File: config.mk
export PLATFORM = sky130hd
export DESIGN_NAME = wwdt_core
export DESIGN_NICKNAME = d
export VERILOG_FILES = /design/src/rtl/wwdt_pkg.sv /design/src/rtl/wwdt_period_dec.sv /design/src/rtl/wwdt_trigger.sv /design/src/rtl/wwdt_counter.sv /design/src/rtl/wwdt_core.sv
export SDC_FILE = /design/constraint.sdc
export NUM_CORES = 1
export LEC_CHECK = 0
export BUFFER_PORTS_ARGS = -buffer_cell sky130_fd_sc_hd__clkbuf_2
export CELL_PAD_IN_SITES_DETAIL_PLACEMENT = 1
export CELL_PAD_IN_SITES_GLOBAL_PLACEMENT = 2
export CORE_MARGIN = 2
export CORE_UTILIZATION = 34
export DETAILED_ROUTE_END_ITERATION = 10
export MAX_ROUTING_LAYER = met4
export PLACE_DENSITY = 0.85
export SLEW_MARGIN = 40
export SYNTH_ARGS = -nofsm -noshare
export SYNTH_HDL_FRONTEND = slang
export SYNTH_HIERARCHICAL = 1
export SYNTH_SLANG_ARGS = --single-unit
File: constraint.sdc
create_clock -name clk_i -period 2.7 [get_ports clk_i]
set_input_delay 0.675 -clock clk_i [delete_from_list [all_inputs] [get_ports clk_i]]
set_output_delay 0.675 -clock clk_i [all_outputs]
set_load 0.005 [all_outputs]
File: src/rtl/wwdt_pkg.sv
package wwdt_pkg;
  localparam int unsigned MIN_EXP = 10;
  localparam int unsigned SEL_W   = 3;
  localparam int unsigned WIN_W   = 2;
  localparam int unsigned DATA_W  = 8;
  localparam logic [7:0]  KEY_VAL = 8'hAC;
  localparam logic [7:0]  RD_VAL  = 8'h9A;
endpackage

File: src/rtl/wwdt_period_dec.sv
module wwdt_period_dec #(
  parameter int unsigned MIN_EXP = 10,
  parameter int unsigned SEL_W   = 3,
  parameter int unsigned WIN_W   = 2,
  parameter int unsigned CNT_W   = MIN_EXP + (1 << SEL_W)
) (
  input  logic [SEL_W-1:0] ovf_sel_i,
  input  logic [WIN_W-1:0] win_sel_i,
  output logic [CNT_W-1:0] last_o,
  output logic [CNT_W-1:0] win_start_o,
  output logic             cfg_err_o
);
  localparam int unsigned NSEL = 1 << SEL_W;

  logic [CNT_W-1:0] per_tab [NSEL];
  logic [CNT_W-1:0] period;
  logic [CNT_W-1:0] step;
  logic [CNT_W-1:0] open_len;

  for (genvar g = 0; g < NSEL; g++) begin : g_per
    assign per_tab[g] = CNT_W'(1) << (MIN_EXP + g);
  end

  always_comb begin
    period      = per_tab[ovf_sel_i];
    step        = period >> WIN_W;
    open_len    = step * (CNT_W'(win_sel_i) + CNT_W'(1));
    last_o      = period - CNT_W'(1);
    win_start_o = period - open_len;
    cfg_err_o   = (ovf_sel_i == '0) && (win_sel_i == '0);
  end
endmodule

File: src/rtl/wwdt_trigger.sv
module wwdt_trigger #(
  parameter int unsigned DATA_W  = 8,
  parameter int unsigned CNT_W   = 18,
  parameter logic [7:0]  KEY_VAL = 8'hAC
) (
  input  logic              wr_en_i,
  input  logic [DATA_W-1:0] wr_data_i,
  input  logic [CNT_W-1:0]  cnt_i,
  input  logic [CNT_W-1:0]  win_start_i,
  input  logic              block_i,
  output logic              kick_o,
  output logic              viol_o
);
  logic key_ok;
  logic win_open;

  always_comb begin
    key_ok   = (wr_data_i == DATA_W'(KEY_VAL));
    win_open = (cnt_i >= win_start_i);
    kick_o   = wr_en_i && !block_i && key_ok && win_open;
    viol_o   = wr_en_i && !block_i && !(key_ok && win_open);
  end
endmodule

File: src/rtl/wwdt_counter.sv
module wwdt_counter #(
  parameter int unsigned CNT_W = 18
) (
  input  logic             clk_i,
  input  logic             rst_ni,
  input  logic             hold_i,
  input  logic             clear_i,
  input  logic [CNT_W-1:0] last_i,
  output logic [CNT_W-1:0] cnt_o,
  output logic             ovf_o
);
  logic [CNT_W-1:0] cnt_q;
  logic             wrap;

  // >= guards against a period code lowered while running
  assign wrap  = (cnt_q >= last_i);
  assign ovf_o = wrap && !clear_i && !hold_i;
  assign cnt_o = cnt_q;

  always_ff @(posedge clk_i or negedge rst_ni) begin
    if (!rst_ni)                        cnt_q <= '0;
    else if (hold_i || clear_i || wrap) cnt_q <= '0;
    else                                cnt_q <= cnt_q + CNT_W'(1);
  end
endmodule

File: src/rtl/wwdt_core.sv
module wwdt_core #(
  parameter int unsigned MIN_EXP = wwdt_pkg::MIN_EXP,
  parameter int unsigned SEL_W   = wwdt_pkg::SEL_W,
  parameter int unsigned WIN_W   = wwdt_pkg::WIN_W,
  parameter int unsigned DATA_W  = wwdt_pkg::DATA_W,
  parameter logic [7:0]  KEY_VAL = wwdt_pkg::KEY_VAL,
  parameter logic [7:0]  RD_VAL  = wwdt_pkg::RD_VAL
) (
  input  logic              clk_i,
  input  logic              rst_ni,
  input  logic              wr_en_i,
  input  logic [DATA_W-1:0] wr_data_i,
  input  logic              rd_en_i,
  output logic [DATA_W-1:0] rd_data_o,
  input  logic [SEL_W-1:0]  ovf_sel_i,
  input  logic [WIN_W-1:0]  win_sel_i,
  output logic              rst_req_o,
  output logic              cfg_err_o
);
  localparam int unsigned CNT_W = MIN_EXP + (1 << SEL_W);

  logic [CNT_W-1:0] last;
  logic [CNT_W-1:0] win_start;
  logic [CNT_W-1:0] cnt_q;
  logic             cfg_err;
  logic             kick;
  logic             viol;
  logic             ovf;
  logic             req_q;

  wwdt_period_dec #(
    .MIN_EXP(MIN_EXP), .SEL_W(SEL_W), .WIN_W(WIN_W), .CNT_W(CNT_W)
  ) u_dec (
    .ovf_sel_i  (ovf_sel_i),
    .win_sel_i  (win_sel_i),
    .last_o     (last),
    .win_start_o(win_start),
    .cfg_err_o  (cfg_err)
  );

  wwdt_trigger #(
    .DATA_W(DATA_W), .CNT_W(CNT_W), .KEY_VAL(KEY_VAL)
  ) u_trig (
    .wr_en_i    (wr_en_i),
    .wr_data_i  (wr_data_i),
    .cnt_i      (cnt_q),
    .win_start_i(win_start),
    .block_i    (cfg_err),
    .kick_o     (kick),
    .viol_o     (viol)
  );

  wwdt_counter #(.CNT_W(CNT_W)) u_cnt (
    .clk_i  (clk_i),
    .rst_ni (rst_ni),
    .hold_i (cfg_err),
    .clear_i(kick || viol),
    .last_i (last),
    .cnt_o  (cnt_q),
    .ovf_o  (ovf)
  );

  always_ff @(posedge clk_i or negedge rst_ni) begin
    if (!rst_ni) req_q <= 1'b0;
    else         req_q <= !cfg_err && (viol || ovf);
  end

  assign rst_req_o = req_q || cfg_err;
  assign cfg_err_o = cfg_err;
  assign rd_data_o = rd_en_i ? DATA_W'(RD_VAL) : '0;
endmodule

==> run_results.csv <==
group,metric,value,unit
setup_path,cp_data_required_time,2.91,ns
place,port_buffers,17,
routing,antenna_left,0,
routing,wire_per_inst,15.2,um
run,maxCapViolations,0,
routing,drt_iter0_markers,54,
synthesis,synthCells,399,
timing,timing.fmax,198,MHz
global_route,antenna_found_initial,0,
timing,hold_viol,0,
timing,setup_slack,-2.35,ns
clocking,ctsHoldBuffers,0,
clocking,clockRootBuffer,"clkbuf_8",
place,gp_congestion,0.782,
global_route,grt_max_degree,20,
synthesis,ys_seq_area_share,14.7,%
run_status,status,"finished, violations left",
finish,layout.nets,558,
finish,nFillCells,1098,
place,pre_cts_slack,-2.84,ns
finish,area_growth,34.8,%
routing,viasPerCell,4.72,
floorplanning,core,0.00924,mm2
synthesis,synth_fa_ha_area_share,28.5,%
setup_path,startpoint,"ovf_sel_i[2]",
synthesis,synth_top_family_by_area,"adder cells",
clocking,cts.path.max_buffers,2,
pwr,p_total,0.00134,W
place,postPlaceCellArea,0.00392,mm2
setup_path,critPathLaunchType,"input port",
clocking,clk_pin_slew,0.08,ns
synthesis,ys.warnings.count,6,
place,dpl.hpwl,6.95,mm
finish,diodes,0,
timing,skew,0.00420,ns
timing,drv_slew,0,
clocking,clkLatencyLatePin,0.27,ns
floorplanning,pin_count,27,
timing,final.min_clock_period,5.05,ns
synthesis,synthMuxAreaShare,0,%
setup_path,cp.arrival,5.26,ns
floorplanning,start_util,35.1,%
clocking,cts.sinks,19,
finish,final_cell_mix,"inv_1, buf_4, ha_1",
floorplanning,die_h,102,um
synthesis,synth_compound_area_share,12.9,%
setup_path,critPathCaptureType,"flop",
finish,layoutNonFillerInstCount,603,
pwr,leakage,2.12,nW
routing,drt-total-wl,9.15,mm
synthesis,synth_edf_count,0,
finish,layout_commonest_cell,"inv_1",
place,dp.cells,582,
floorplanning,die_area,0.0103,mm2
timing,finalCritPeriodShare,187,%
worst_hold_path,hp-class,"input port to asynchronous set/reset pin",
clocking,cts_tree,"built",
floorplanning,rows,35,
clocking,ctsHtreeMaxLevel,1,
synthesis,synthXorXnorAreaFrac,7.02,%
synthesis,async_flop_share,100,%
routing,firstDrtPassIters,4,
floorplanning,die_width,102,um
finish,layout-drive-gt1-share,35.9,%
synthesis,syn-cell-area,0.00324,mm2
pwr,p_per_area,307,mW/mm2
setup_path,crit_fanout,5,
global_route,grt_pass1_wl,15.6,mm
synthesis,ys.flop_type,"dfrtp_1",
finish,design_area,0.00437,mm2
routing,vias,2844,
clocking,numCtsBuffers,3,
global_route,grt_pass1_vias,3230,
timing,setup_viol,19,
setup_path,reg2reg_from,"u_cnt/cnt_o[11]$_DFF_PN0_",
routing,drc,0,
synthesis,ys_ff_latch,19,
global_route,grtUsageTotal,19.7,%
synthesis,syn-mean-instance-area,8.13,um2
synthesis,yosys.area_share.simple,20.9,%
global_route,gr-total-overflow,0,
timing,rsz0062_at_grt,"yes",
run_status,violations,"setup timing",
pwr,peakVddDrop,0.180,mV
setup_path,criticalPathCategory,"input port to flop",
synthesis,yosys.cell_types.count,53,
==> metrics by stage <==
stage                     setup TNS [ns]  utilization, %  hold slack [ns]
after floorplan                   -43.10               -            0.379
final                             -43.55            47.3            0.353
after detailed placement          -52.36            42.5            0.633
after CTS                         -41.96            46.6            0.368
after global placement            -50.00            42.5            0.610
after global routing              -46.56            47.3            0.389
==> power by group <==
group	switching, W	internal, W	total [W]
logic	0.000419	0.000413	0.000832
registers	0.0000119	0.000290	0.000302
clock network	0.000104	0.000105	0.000210
total	0.000535	0.000808	0.00134
==> what timing repair did <==
item / 4_1_cts / 5_1_grt
cloned: 2 / 0
resized for setup: 47 / 12
pin swaps: 39 / 10
buffers inserted: 13 / 3
endpoints found under the setup margin: 19 / 19
==> state kept, by name, summed over array words and instances (netlist names) <==
signal       flops
req_q            1
u_cnt/cnt_o     18
==> critical path, cell delays in order <==
cell	delay, ns
clkbuf_16	0.12
clkinvlp_4	0.15
nor3b_4	0.28
buf_4	0.16
nand2_1	0.07
fa_1	0.46
fa_1	0.51
ha_4	0.31
buf_6	0.11
nand2_1	0.07
o31ai_2	0.31
xor2_1	0.23
inv_1	0.10
ha_4	0.24
a21oi_4	0.17
o21ai_4	0.09
a2111oi_4	0.21
o21ai_2	0.11
nor4b_4	0.14
or2_4	0.25
or2_4	0.28
nor2b_2	0.12
o21ba_1	0.12
==> kinds of logic (layout without fill, tap and decap cells) <==
group           count (synthesis)  count (layout)
other cells                     3              23
buf+inv                       106             159
flops                          19              19
compound gates                 52              52
xor+xnor                       26              26
fa+ha+maj                      66              66
simple gates                  127             129
==> metal layers <==
layer  vias to the layer above  share of wire (%)  track usage [%]
met2                        16                 55             37.8
met3                        12               0.70             1.52
met5                         -                  0                -
met4                         0                1.3             3.64
li1                       1433                  -                -
met1                      1383                 43             22.3
==> synth_stat cells (all sizes together), types with 6 or more instances <==
| cell type | n | area, um2 |
|---|---|---|
| buf | 30 | 223 |
| fa | 13 | 260 |
| nand3 | 13 | 65.1 |
| and3 | 6 | 37.5 |
| xnor2 | 15 | 131 |
| nor2 | 14 | 52.6 |
| dfrtp | 19 | 475 |
| ha | 53 | 663 |
| inv | 69 | 259 |
| nand2 | 31 | 116 |
| o21ai | 8 | 51.3 |
| clkbuf | 6 | 23.8 |
| a21oi | 22 | 118 |
| nand2b | 6 | 45.0 |
| nor3 | 24 | 120 |
| xor2 | 11 | 96.3 |
| nand4 | 12 | 75.1 |
==> layout make-up <==
cell class	count	area (um2)	area share, %
Clock buffer	4	45.0	1.03
Inverter	70	272	6.21
Multi-Input combinational cell	296	2730	62.5
Sequential cell	19	475	10.9
Tap cell	129	161	3.69
Timing Repair Buffer	85	687	15.7
==> worst paths after layout <==
path	end	slack, ns	cells after the start
setup / recovery	req_q$_DFF_PN0_	-2.35	23
hold / removal	u_cnt/cnt_o[2]$_DFF_PN0_	0.35	1
setup reg to reg	req_q$_DFF_PN0_	0.20	10
hold reg to reg	u_cnt/cnt_o[0]$_DFF_PN0_	0.64	1
max in group asynchronous	u_cnt/cnt_o[15]$_DFF_PN0_	2.01	1
min in group clk_i	u_cnt/cnt_o[0]$_DFF_PN0_	0.64	1
(Power assumes the default switching activity.)
